<file path="src/rtl/acu_pkg.sv">
// Package: shared constants and the register address map of the alert
// classification unit. Assumes a 32-bit register port with word addresses.
package acu_pkg;
    localparam int DW        = 32;
    localparam int AW        = 3;
    localparam int N_CLASSES = 4;
    localparam int CLS_W     = 2;

    typedef enum logic [AW-1:0] {
        ADDR_ALERT_EN  = 3'd0,
        ADDR_CLASS_MAP = 3'd1,
        ADDR_CAUSE     = 3'd2,
        ADDR_IRQ_STATE = 3'd3,
        ADDR_IRQ_EN    = 3'd4
    } acu_addr_e;
endpackage

</file>
<file path="src/rtl/acu_classify.sv">
// Module: combinational gating and class decode of alert pulses.
// A pulse is accepted when its alert is enabled and its handshake did not
// time out. Each accepted pulse is routed to one class through its 2-bit field.
// Assumes that map_i packs the field for alert i at bits [2i+1:2i].
module acu_classify
    import acu_pkg::*;
#(
    parameter int N_ALERTS = 6
) (
    input  logic [N_ALERTS-1:0]       pulse_i,
    input  logic [N_ALERTS-1:0]       timeout_i,
    input  logic [N_ALERTS-1:0]       enable_i,
    input  logic [CLS_W*N_ALERTS-1:0] map_i,
    output logic [N_ALERTS-1:0]       accept_o,
    output logic [N_CLASSES-1:0]      class_set_o
);
    // accept filter: valid handshake and enabled source
    assign accept_o = pulse_i & ~timeout_i & enable_i;

    // one OR-reduction per class over the alerts mapped to it
    for (genvar c = 0; c < N_CLASSES; c++) begin : g_class
        always_comb begin
            class_set_o[c] = 1'b0;
            for (int i = 0; i < N_ALERTS; i++) begin
                if (accept_o[i] && (map_i[CLS_W*i +: CLS_W] == CLS_W'(c))) begin
                    class_set_o[c] = 1'b1;
                end
            end
        end
    end
endmodule

</file>
<file path="src/rtl/acu_sticky.sv">
// Module: a vector of sticky bits with write-one-to-clear.
// When set and clear hit the same bit in the same cycle, set wins.
// Assumes synchronous active-low reset to zero.
module acu_sticky #(
    parameter int W = 4
) (
    input  logic         clk,
    input  logic         rst_n,
    input  logic [W-1:0] set_i,
    input  logic [W-1:0] clr_i,
    output logic [W-1:0] q_o
);
    // update: clear the requested bits, then OR in the new events
    always_ff @(posedge clk) begin
        if (!rst_n) q_o <= '0;
        else        q_o <= (q_o & ~clr_i) | set_i;
    end

    // set events are never lost, even under a concurrent clear
    assert_set_wins_R9: assert property (@(posedge clk) disable iff (!rst_n)
        (set_i != '0) |=> ((q_o & $past(set_i)) == $past(set_i)));

    // with no event and no clear, the bits hold
    assert_hold_R8: assert property (@(posedge clk) disable iff (!rst_n)
        (set_i == '0 && clr_i == '0) |=> $stable(q_o));
endmodule

</file>
<file path="src/rtl/acu_cfg_regs.sv">
// Module: the configuration registers of the unit (alert enables, class map
// and per-class interrupt enables). Assumes the write data arrives already
// sliced to each register's width.
module acu_cfg_regs
    import acu_pkg::*;
#(
    parameter int N_ALERTS = 6
) (
    input  logic                      clk,
    input  logic                      rst_n,
    input  logic                      we_en_i,
    input  logic                      we_map_i,
    input  logic                      we_ien_i,
    input  logic [N_ALERTS-1:0]       wdata_en_i,
    input  logic [CLS_W*N_ALERTS-1:0] wdata_map_i,
    input  logic [N_CLASSES-1:0]      wdata_ien_i,
    output logic [N_ALERTS-1:0]       alert_en_o,
    output logic [CLS_W*N_ALERTS-1:0] class_map_o,
    output logic [N_CLASSES-1:0]      irq_en_o
);
    // alert enables: reset to all ones
    always_ff @(posedge clk) begin
        if (!rst_n)       alert_en_o <= '1;
        else if (we_en_i) alert_en_o <= wdata_en_i;
    end

    // class map: reset to zero, so every alert routes to class A
    always_ff @(posedge clk) begin
        if (!rst_n)        class_map_o <= '0;
        else if (we_map_i) class_map_o <= wdata_map_i;
    end

    // per-class interrupt enables: reset to zero
    always_ff @(posedge clk) begin
        if (!rst_n)        irq_en_o <= '0;
        else if (we_ien_i) irq_en_o <= wdata_ien_i;
    end

    // enables only change through a write
    assert_en_stable_R11: assert property (@(posedge clk) disable iff (!rst_n)
        !we_en_i |=> $stable(alert_en_o));
endmodule

</file>
<file path="src/rtl/alert_class_irq.sv">
// Module: top of the alert classification and interrupt unit.
// It gates alert pulses, logs them in a sticky cause register and sets the
// per-class state. It drives registered interrupts and serves a single-cycle
// register port. Assumes N_ALERTS <= 16, so that the class map fits one word.
module alert_class_irq
    import acu_pkg::*;
#(
    parameter int N_ALERTS = 6
) (
    input  logic                clk,
    input  logic                rst_n,
    input  logic [N_ALERTS-1:0] alert_pulse_i,
    input  logic [N_ALERTS-1:0] alert_timeout_i,
    input  logic                reg_we_i,
    input  logic [AW-1:0]       reg_addr_i,
    input  logic [DW-1:0]       reg_wdata_i,
    output logic [DW-1:0]       reg_rdata_o,
    output logic [N_CLASSES-1:0] irq_o
);
    localparam int MAP_W = CLS_W * N_ALERTS;

    logic [N_ALERTS-1:0]  alert_en_q;
    logic [MAP_W-1:0]     class_map_q;
    logic [N_CLASSES-1:0] irq_en_q;
    logic [N_ALERTS-1:0]  accept;
    logic [N_CLASSES-1:0] class_set;
    logic [N_ALERTS-1:0]  cause_q;
    logic [N_CLASSES-1:0] state_q;
    logic [N_ALERTS-1:0]  cause_clr;
    logic [N_CLASSES-1:0] state_clr;
    logic                 we_en, we_map, we_ien, we_cause, we_state;
    logic                 unused_wdata;

    // address decode of the write strobe
    assign we_en    = reg_we_i && (reg_addr_i == ADDR_ALERT_EN);
    assign we_map   = reg_we_i && (reg_addr_i == ADDR_CLASS_MAP);
    assign we_ien   = reg_we_i && (reg_addr_i == ADDR_IRQ_EN);
    assign we_cause = reg_we_i && (reg_addr_i == ADDR_CAUSE);
    assign we_state = reg_we_i && (reg_addr_i == ADDR_IRQ_STATE);
    assign unused_wdata = ^reg_wdata_i;

    // write-one-to-clear masks
    assign cause_clr = we_cause ? reg_wdata_i[N_ALERTS-1:0]  : '0;
    assign state_clr = we_state ? reg_wdata_i[N_CLASSES-1:0] : '0;

    acu_cfg_regs #(.N_ALERTS(N_ALERTS)) u_cfg (
        .clk         (clk),
        .rst_n       (rst_n),
        .we_en_i     (we_en),
        .we_map_i    (we_map),
        .we_ien_i    (we_ien),
        .wdata_en_i  (reg_wdata_i[N_ALERTS-1:0]),
        .wdata_map_i (reg_wdata_i[MAP_W-1:0]),
        .wdata_ien_i (reg_wdata_i[N_CLASSES-1:0]),
        .alert_en_o  (alert_en_q),
        .class_map_o (class_map_q),
        .irq_en_o    (irq_en_q)
    );

    acu_classify #(.N_ALERTS(N_ALERTS)) u_classify (
        .pulse_i     (alert_pulse_i),
        .timeout_i   (alert_timeout_i),
        .enable_i    (alert_en_q),
        .map_i       (class_map_q),
        .accept_o    (accept),
        .class_set_o (class_set)
    );

    acu_sticky #(.W(N_ALERTS)) u_cause (
        .clk   (clk),
        .rst_n (rst_n),
        .set_i (accept),
        .clr_i (cause_clr),
        .q_o   (cause_q)
    );

    acu_sticky #(.W(N_CLASSES)) u_state (
        .clk   (clk),
        .rst_n (rst_n),
        .set_i (class_set),
        .clr_i (state_clr),
        .q_o   (state_q)
    );

    // registered interrupt lines: state gated by enable
    always_ff @(posedge clk) begin
        if (!rst_n) irq_o <= '0;
        else        irq_o <= state_q & irq_en_q;
    end

    // read mux: zero-extended register contents, unmapped words read zero
    always_comb begin
        reg_rdata_o = '0;
        case (reg_addr_i)
            ADDR_ALERT_EN:  reg_rdata_o[N_ALERTS-1:0]  = alert_en_q;
            ADDR_CLASS_MAP: reg_rdata_o[MAP_W-1:0]     = class_map_q;
            ADDR_CAUSE:     reg_rdata_o[N_ALERTS-1:0]  = cause_q;
            ADDR_IRQ_STATE: reg_rdata_o[N_CLASSES-1:0] = state_q;
            ADDR_IRQ_EN:    reg_rdata_o[N_CLASSES-1:0] = irq_en_q;
            default:        reg_rdata_o = '0;
        endcase
    end

    // a new cause bit needs an enabled alert in the previous cycle
    assert_disabled_quiet_R2: assert property (@(posedge clk) disable iff (!rst_n)
        1'b1 |-> ((cause_q & ~$past(cause_q) & ~$past(alert_en_q)) == '0));

    // a new cause bit needs a pulse without timeout in the previous cycle
    assert_timeout_ignored_R3: assert property (@(posedge clk) disable iff (!rst_n)
        1'b1 |-> ((cause_q & ~$past(cause_q) &
                   ~($past(alert_pulse_i) & ~$past(alert_timeout_i))) == '0));

    // an interrupt line is only high if its state bit was set a cycle before
    assert_irq_needs_state_R10: assert property (@(posedge clk) disable iff (!rst_n)
        1'b1 |-> ((irq_o & ~$past(state_q)) == '0));

    // an interrupt line is only high if its enable was set a cycle before
    assert_irq_needs_enable_R10: assert property (@(posedge clk) disable iff (!rst_n)
        1'b1 |-> ((irq_o & ~$past(irq_en_q)) == '0));
endmodule

</file>
<file path="config.mk">
export PLATFORM = sky130hd
export DESIGN_NAME = alert_class_irq
export DESIGN_NICKNAME = d
export VERILOG_FILES = /design/src/rtl/acu_pkg.sv /design/src/rtl/acu_classify.sv /design/src/rtl/acu_sticky.sv /design/src/rtl/acu_cfg_regs.sv /design/src/rtl/alert_class_irq.sv
export SDC_FILE = /design/constraint.sdc
export NUM_CORES = 1
export LEC_CHECK = 0
export CORE_MARGIN = 2
export CORE_UTILIZATION = 46
export DETAILED_ROUTE_END_ITERATION = 12
export PLACE_DENSITY = 0.86
export RECOVER_POWER = 50
export SLEW_MARGIN = 5
export SYNTH_ARGS = -nofsm -noshare
export SYNTH_HDL_FRONTEND = slang
export SYNTH_SLANG_ARGS = --single-unit
</file>
<file path="constraint.sdc">
create_clock -name clk -period 2.5 [get_ports clk]
set_clock_uncertainty 0.1 [all_clocks]
set_input_delay 0.5 -clock clk [delete_from_list [all_inputs] [get_ports clk]]
set_output_delay 0.5 -clock clk [all_outputs]
set_load 0.02 [all_outputs]
</file>
Word-level counts from Yosys, hierarchy flattened --
Index checks and enable logic that the tools add are counted.
Operators by class: equality and inequality tests 22, mux-type cells 29, bitwise gates (word level) 10, reduce and logical (&&, ||, !) cells 36
Operator list (count):
- 1-bit logical AND | 29
- 2-bit == test (second input constant) | 12
- 1-bit 2-to-1 mux | 24
- 4-bit case mux with 5 select lines | 1
- 6-bit AND | 3
- 2-bit by 1-bit == test with 1-bit output (second input constant) | 6
- 2-bit logical NOT | 6
- 6-bit 2-to-1 mux | 2
- 6-bit NOT | 2
- 4-bit AND | 2
- 3-bit by 2-bit == test with 1-bit output (second input constant) | 2
- 6-bit OR | 1
- 2-bit case mux with 3 select lines | 1
- 4-bit 2-to-1 mux | 1
- 4-bit NOT | 1
- 4-bit OR | 1
- 3-bit by 1-bit == test with 1-bit output (second input constant) | 1
- 3-bit == test (second input constant) | 1
- 3-bit logical NOT | 1
Word-level totals: register bits after elaboration 36, input bits 50, output and inout bits 36, word-level logic and storage cells 103

Longest topological paths before layout --
Gate-level depths: netlist of run 1.
word-level depth 11, mapped depth 5, mapped depth without buffers 3

By module --
Synthesis of run 1 repeated with hierarchy kept, for this count alone.
Unflattened totals: cells, all modules 228, area total of the unflattened synthesis 2198.4 µm²
By module, submodules not included:
- acu_cfg_regs | times used 1, cells each 71, area an instance 812.0 µm², seq. area each 440.4 µm²
- alert_class_irq | times used 1, cells each 84, area an instance 678.2 µm², seq. area each 80.1 µm²
- acu_classify | times used 1, cells each 43, area an instance 295.3 µm², seq. area each 0.0 µm²
- acu_sticky (u_cause) | times used 1, cells each 18, area an instance 247.7 µm², seq. area each 120.1 µm²
- acu_sticky (u_state) | times used 1, cells each 12, area an instance 165.2 µm², seq. area each 80.1 µm²

Worst setup path before layout of run 1 --
OpenSTA, ideal clock, no wires.
path kind input -> output, from in reg_addr_i[1], to out reg_rdata_o[2], arrival 1.569 ns, data required time 1.900 ns, setup slack 0.331 ns, stages 5, path buffers 2, cell sequence buf_2 buf_2 nor2b_1 a21oi_1 o22ai_1
Between the ends: longest elaborated chain between the ends 2, elaborated cells between the ends (all ways) 6
Ends and longest elaborated chain:
- from (decl) | RTL line alert_class_irq.sv:15 | input logic [AW-1:0] reg_addr_i,
- 3-bit == test, or another cell as far along | RTL line alert_class_irq.sv:94 | case (reg_addr_i)
- 4-bit case mux with 5 select lines (*) | RTL line alert_class_irq.sv:94
- to (decl) | RTL line alert_class_irq.sv:17 | output logic [DW-1:0] reg_rdata_o,
Every way passes the cells marked *; elsewhere a longest branch is shown, timed or not.

Worst setup path in the final report of run 1 --
from in reg_addr_i[0], to out reg_rdata_o[5]
Between the ends: longest elaborated chain between the ends 2, elaborated cells between the ends (all ways) 4
Ends and longest elaborated chain (RTL line):
- 3-bit by 2-bit == test with 1-bit output, or another cell as far along | alert_class_irq.sv:94
- 2-bit case mux with 3 select lines (*) | alert_class_irq.sv:94
Marked as above.

==> summary.md, run 1 <==
| Metric | Value |
|---|---|
| Worst-Skew Late Latency | 0.29 ns |
| Diodes inserted | 0 |
| Actual slew at the worst max-slew pin | 0.551 ns |
| Global routing usage on met3 | 5.23% |
| Cell Chain, Critical Path | clkdlybuf4s50_1 > buf_6 > buf_4 > a2bb2oi_1 > nor2_1 > dlygate4sd2_1 |
| Critical path fanouts, max | 11 |
| PortBufs | 45 |
| GRT Util Overall | 21.7% |
| Htree depth | 2 |
| Hold WS | 0.387 ns |
| Drt pass-1 iters | 4 |
| Most used routing layer | met2 |
| Crit path kind | primary input to output port |
| Total of max-cap violations | 0 |
| Slew Limit Fails | 0 |
| Dpl cell area | 0.00255 sq mm |
| Share of post-route cells with drive strength above 1 | 12.7% |
| Fraction of registers with async set/reset | 0% |
| Initial antenna violation count | 0 |
| Die Area | 0.00487 sq mm |
| Root Driver | clkbuf_8 |
| Max stage delay on crit path | 0.50 ns |
| First DRT Iteration DRCs | 179 |
| DRC | 0 |
| Total global routing overflow | 0 |
| Clock slew at reported path FFs | 0.07 ns |
| Design Area, Final | 0.00264 sq mm |
| # IOs | 86 |
| Peak Freq | 411 MHz |
| PwrDens | 485 mW/mm^2 |
| EDFF count, synth | 0 |
| Top delay family on crit path | buffers and inverters |
| Largest net degree at the start of global routing | 26 |
| Yosys cell types | 34 |
| Post-DP HPWL | 3970 um |
| Total Power | 1280 uW |
| # nets final | 342 |
| First-pass GRT wire length | 8340 um |
| Top cells by area, synth | dfxtp_1 (36%), mux2i_1 (8.1%), buf_4 (7.5%) |
| Total wire length | 5260 um |
| Min cycle time layout | 2.43 ns |
| Synthesized area per cell | 8.61 sq um |
| Status | finished clean |
| Critical Path AT | 1.83 ns |
| Final worst-path setup slack | 0.0655 ns |
| Hold_buf cts | 0 |
| Sequential cell area fraction in the yosys report | 36.2% |
| Vias in the first global route | 1,722 |
| GPL Wtd Cong | 0.981 |
| Peak VDD IR | 308 uV |
| Pleak | 0.00106 uW |
| Final period utilization | 97.4% |
| Min-Delay Path Class | register to register |
| CP endpoint kind | output port |
| Routed Antenna Nets | 0 |
| Die X | 69.8 um |
| DR vias | 1,862 |
| CTS tree | done |
| Vias/cell | 5.44 |
| Area grow syn2layout | 32.5% |
| Setup WS pre-CTS | -0.502 ns |
| Crit path launch type | primary input |
| Routed length per placed instance | 15.4 um |
| Slew HR | 62.8% |
| Warning count from the yosys run | 0 |
| Chip Height | 69.8 um |
| Largest area contributor in the netlist | dfxtp_1 |
| Core Box Area | 0.00409 sq mm |
| GR met2 Demand/Resource | 36.4% |
| Post-Syn Instances | 231 |
| Register bit total from synthesis | 36 |
| Req. time, crit path | 1.90 ns |
| CTS max path bufs | 2 |
| M1 GR Usage | 28.2% |
| Hold Violations, Final | 0 |
| Commonest register cell after synthesis | dfxtp_1 |
| CTS Sinks | 36 |
| Final setup vio count | 0 |
| Buf+Inv Stages, Crit Path | 4 |
| Synth Cell Area | 0.00199 sq mm |
| Synth top area share | 36.2% |
| Worst path slowest cell | clkdlybuf4s50_1 |
| RSZ-0062 raised after global routing | no |
| Cell Rows | 23 |
| Initial Util | 48.7% |
| TritonCTS buffer count | 5 |
cell families after synthesis:
| group | after synthesis | share of synthesized area [%] |
|---|---|---|
| buffers and inverters | 44 | 12.5 |
| muxes | 18 | 9.75 |
| and+or+nand+nor | 78 | 24.3 |
| DFF | 36 | 36.2 |
| other | 1 | 0.188 |
| AOI/OAI and AO/OA | 54 | 17.1 |
flip-flops by register name, indices dropped and copies added, names as in the netlist:
register and cells:
irq_o 4, u_cause.q_o 6, u_cfg.irq_en_o 4, u_cfg.class_map_o 12, u_cfg.alert_en_o 6, u_state.q_o 4
synth_stat cells (7+ instances only):
cell type   n
a21oi_1    20
a2bb2oi_1   7
buf_4      20
dfxtp_1    36
inv_1      14
mux2i_1    16
nand2_1    31
nand4b_1    7
nor4bb_1    7
o21ai_1    10
worst register-to-register path, delay by kind of cell (launching register included):
| kind | cells | cell delay, ns |
|---|---|---|
| simple gates | 1 | 0.53 |
| flops | 1 | 0.35 |
| compound gates | 2 | 0.41 |
layer usage:
metal | up-vias | share of wire, %
li1 | 905 | -
met1 | 885 | 44
met2 | 64 | 48
met3 | 8 | 5.9
met4 | 0 | 1.4
met5 | - | 0
power by group:
group	switching, uW	internal [uW]
Sequential	14.0	591
Clock	198	245
Combinational	120	110
Total	332	947
worst paths after layout:
check | start | endpoint | slack, ns | cells past startpoint
hold / removal | u_cause.q_o[2] | u_cause.q_o[2] | 0.39 | 2
setup / recovery | reg_addr_i[0] | reg_rdata_o[5] | 0.07 | 6
hold reg to reg | u_cause.q_o[2] | u_cause.q_o[2] | 0.39 | 2
setup reg to reg | u_cfg.class_map_o[2] | u_state.q_o[0] | 1.02 | 3
what timing repair did:
item / 4_1_cts / 5_1_grt
setup endpoints to repair: 12 / 10
setup buffers: 0 / 1
gates resized for setup: 28 / 10
per-stage QoR:
step	std cells	utilization (%)	setup TNS [ns]
after CTS	341	64.7	-0.0512
after global routing	342	64.5	0
final	342	64.5	0
after detailed placement	334	62.3	-5.53
after floorplan	250	-	0
after global placement	334	62.3	-5.26
placed cells by master, fill, tap and decap left out, types with 5 or more instances in the layout:
master,count
conb_1,20
dfxtp_1,36
clkdlybuf4s50_1,27
o22ai_1,6
clkbuf_8,7
and2_1,6
nor4bb_1,7
nor2_1,6
nand3b_1,6
nand4b_1,7
nand2_1,31
a22oi_1,5
mux2i_1,16
inv_1,14
clkdlybuf4s15_2,7
buf_4,12
a2bb2oi_1,7
a21oi_1,20
o21ai_1,8
area by class of cell:
class                   count  area (sq um)
inverters                  14          52.6
well taps                  50          62.6
multi-input cells         170          1100
fillers                   385          1450
flip-flops and latches     36           721
repair buffers             65           607
clock buffers               7          96.3
Note: power is estimated with default switching activity, not from simulation.
==> run 2: changes to the inputs <==
MAX_ROUTING_LAYER = met4   (was unset)
==> run 2 against run 1 <==
Effect of this change:
- register-to-register slack hardly changed
- global-route usage rose by 0.67 points
- final cell count rose by 0.88%
- die area did not move
- clock power shrank 4%
- core utilization decreased by 1.1 points
- largest power group unchanged
==> summary.md, run 2 (synthesis results as in run 1) <==
| Metric | Value |
|---|---|
| Status | finished clean |
| # nets final | 344 (+0.58%) |
| DRC | 0 (unchanged) |
| Die Area | 0.00487 sq mm (unchanged) |
| Clock slew at reported path FFs | 0.06 ns (about the same) |
| Vias/cell | 5.37 (-1.3%) |
| Pleak | 0.00105 uW (-1.0%) |
| GPL Wtd Cong | 0.958 (-2.3%) |
| Total global routing overflow | 0 (unchanged) |
| Final period utilization | 98.8% (+1.4 points) |
| RSZ-0062 raised after global routing | no |
| Commonest non-fill, non-tap cell in the layout | dfxtp_1 |
| Cell Chain, Critical Path | clkdlybuf4s50_1 > buf_4 > buf_4 > a2bb2oi_1 > nor2_1 > clkdlybuf4s15_1 |
| P_sw | 337 uW (+1.3%) |
| Die X | 69.8 um (unchanged) |
| Root Driver | clkbuf_8 |
| Initial antenna violation count | 0 (unchanged) |
| CTS tree | done |
| Crit path launch | reg_addr_i[0] |
| Reg2reg end | u_state.q_o[0] |
| Slew Limit Fails | 0 (unchanged) |
| Top delay family on crit path | buffers and inverters |
| Post-Place Cells | 337 (+0.90%) |
| Max FFs per register | 12 (unchanged) |
| RR Startpoint | u_cfg.alert_en_o[1] |
| PortBufs | 45 (unchanged) |
| Htree depth | 2 (unchanged) |
| Slew HR | 62.2% (-0.62 points) |
| Area grow syn2layout | 30.3% |
| Total of max-cap violations | 0 (unchanged) |
| Finished Layout Cells | 345 (+0.88%) |
| Switching share of power | 26.7% (+0.70 points) |
| Largest net degree at the start of global routing | 26 (unchanged) |
| Worst path slowest cell | clkdlybuf4s50_1 |
| CP endpoint kind | output port |
| Peak VDD IR | 328 uV (+6.3%) |
| Crit path launch type | primary input |
| Fin util | 63.4% (-1.1 points) |
| Min-delay src | u_cause.q_o[3] |
| Routed length per placed instance | 15.6 um (+1.7%) |
| Critical path fanouts, max | 10 (-1) |
| Peak Freq | 405 MHz (-1.4%) |
| Cell internal pwr | 925 uW (-2.3%) |
| Post-CTS Setup Inserts | 0 (unchanged) |
| Biggest regs | u_cfg.class_map_o: 12 flops, u_cause.q_o: 6 flops, u_cfg.alert_en_o: 6 flops |
| Multi-input gate area | 0.00108 sq mm (-1.4%) |
| Max stage delay on crit path | 0.43 ns (-0.07 ns) |
| Drt pass-1 iters | 4 (unchanged) |
| # IOs | 86 (unchanged) |
| FF-to-FF setup slack | 1.01 ns (about the same) |
| First-pass GRT wire length | 8430 um (+1.1%) |
| Actual slew at the worst max-slew pin | 0.560 ns (+0.00917 ns) |
| Core Box Area | 0.00409 sq mm (unchanged) |
| Total wire length | 5390 um (+2.6%) |
| TritonCTS buffer count | 5 (unchanged) |
| Hold Violations, Final | 0 (unchanged) |
| Routed Antenna Nets | 0 (unchanged) |
| Post-DP HPWL | 3980 um (+0.28%) |
| Crit path kind | primary input to output port |
| Buf+Inv Stages, Crit Path | 4 (unchanged) |
| PwrDens | 487 mW/mm^2 (+0.29%) |
| Hold Path Sink | u_cause.q_o[3] |
| Share of post-route cells with drive strength above 1 | 10.5% (-2.2 points) |
| CTS max path bufs | 2 (unchanged) |
| First DRT Iteration DRCs | 135 (-25%) |
| FF/Latch Area | 721 sq um (unchanged) |
| Min-Delay Path Class | register to register |
| CP most frequent cell | buf_4 |
| Proportion of power drawn by combinational gates | 18.2% (about the same) |
| Most frequent cells in the layout | dfxtp_1 (36), nand2_1 (31), clkdlybuf4s50_1 (26) |
| Vias in the first global route | 1,667 (-3.2%) |
| Diodes inserted | 0 (unchanged) |
| GRT Util Overall | 22.4% (+0.67 points) |
| Req. time, crit path | 1.90 ns (about the same) |
| DR vias | 1,853 (-0.48%) |
| Top reg by flops | u_cfg.class_map_o |
| Clk pwr share | 33.9% (-0.8 points) |
| Worst-Skew Late Latency | 0.29 ns (about the same) |
| Final setup vio count | 0 (unchanged) |
| Critical Path AT | 1.87 ns (+0.04 ns) |
| Cell Rows | 23 (unchanged) |
| Reg power frac | 48.0% (+0.7 points) |
| Initial Util | 48.7% (unchanged) |
| Hold Path Stages | 2 (unchanged) |
| R2R cell count | 3 (unchanged) |
| CTS Sinks | 36 (unchanged) |
| Min cycle time layout | 2.47 ns (+0.0344 ns) |
| Fill count | 396 (+2.9%) |
| Chip Height | 69.8 um (unchanged) |
run 2: cell count changes in the layout (fill, tap and decap cells not counted), sizes merged:
cell	before	now
clkdlybuf4s15	7	5
clkbuf	14	19
clkdlybuf4s50	27	26
dlygate4sd3	4	5
run 2: metrics by stage:
stage | setup slack, ns | setup TNS [ns] | hold slack, ns | area (sq um) | total power, uW
finish | 0.0311 | 0 | 0.388 | 2590 | 1260
global route | 0.00843 | 0 | 0.418 | 2590 | 1310
CTS | 0.00764 | 0 | 0.390 | 2650 | 1270
detailed placement | -0.476 | -4.68 | 0.381 | 2560 | 852
global placement | -0.426 | -4.84 | 0.365 | 2560 | 848
floorplan | 0.331 | 0 | 0.352 | 2060 | 760
run 2: routing by layer:
layer | vias up | wire, um | part of all wire, % | global-route usage [%]
met5 | - | 0 | 0 | -
met1 | 857 | 2380 | 44 | 29.1
met3 | 8 | 353 | 6.5 | 4.80
met2 | 78 | 2570 | 48 | 35.4
li1 | 910 | - | - | -
met4 | 0 | 79 | 1.5 | 5.98
run 2: what timing repair did:
| item | 4_1_cts | 5_1_grt |
|---|---|---|
| hold buffers | 0 | 0 |
| gates resized for setup | 23 | 11 |
| setup endpoints to repair | 12 | 8 |
run 2: tightest hold or removal path, delay by kind of cell, from the launching register on:
family | cells | cell delay, ns
AOI/OAI and AO/OA | 2 | 0.13
DFF | 1 | 0.31
run 2: final cells by class:
class,count,area share (%)
well taps,50,2.41
flip-flops and latches,36,27.8
clock buffers,8,3.48
repair buffers,67,22.5
inverters,14,2.03
multi-input cells,170,41.7
run 2: power groups by stage:
stage	registers, uW	clock network (uW)	logic (uW)
floorplan	613	0	147
global placement	616	0	231
detailed placement	618	0	235
CTS	605	428	233
global route	607	456	244
finish	605	427	229
run 2: how the worst max path moves through the flow:
| stage | end | cells after the start |
|---|---|---|
| after floorplan | reg_rdata_o[2] | 5 |
| after CTS | reg_rdata_o[4] | 6 |
| after global routing | reg_rdata_o[6] | 5 |
| after detailed placement | reg_rdata_o[3] | 5 |
| final | reg_rdata_o[5] | 6 |
| after global placement | reg_rdata_o[11] | 6 |
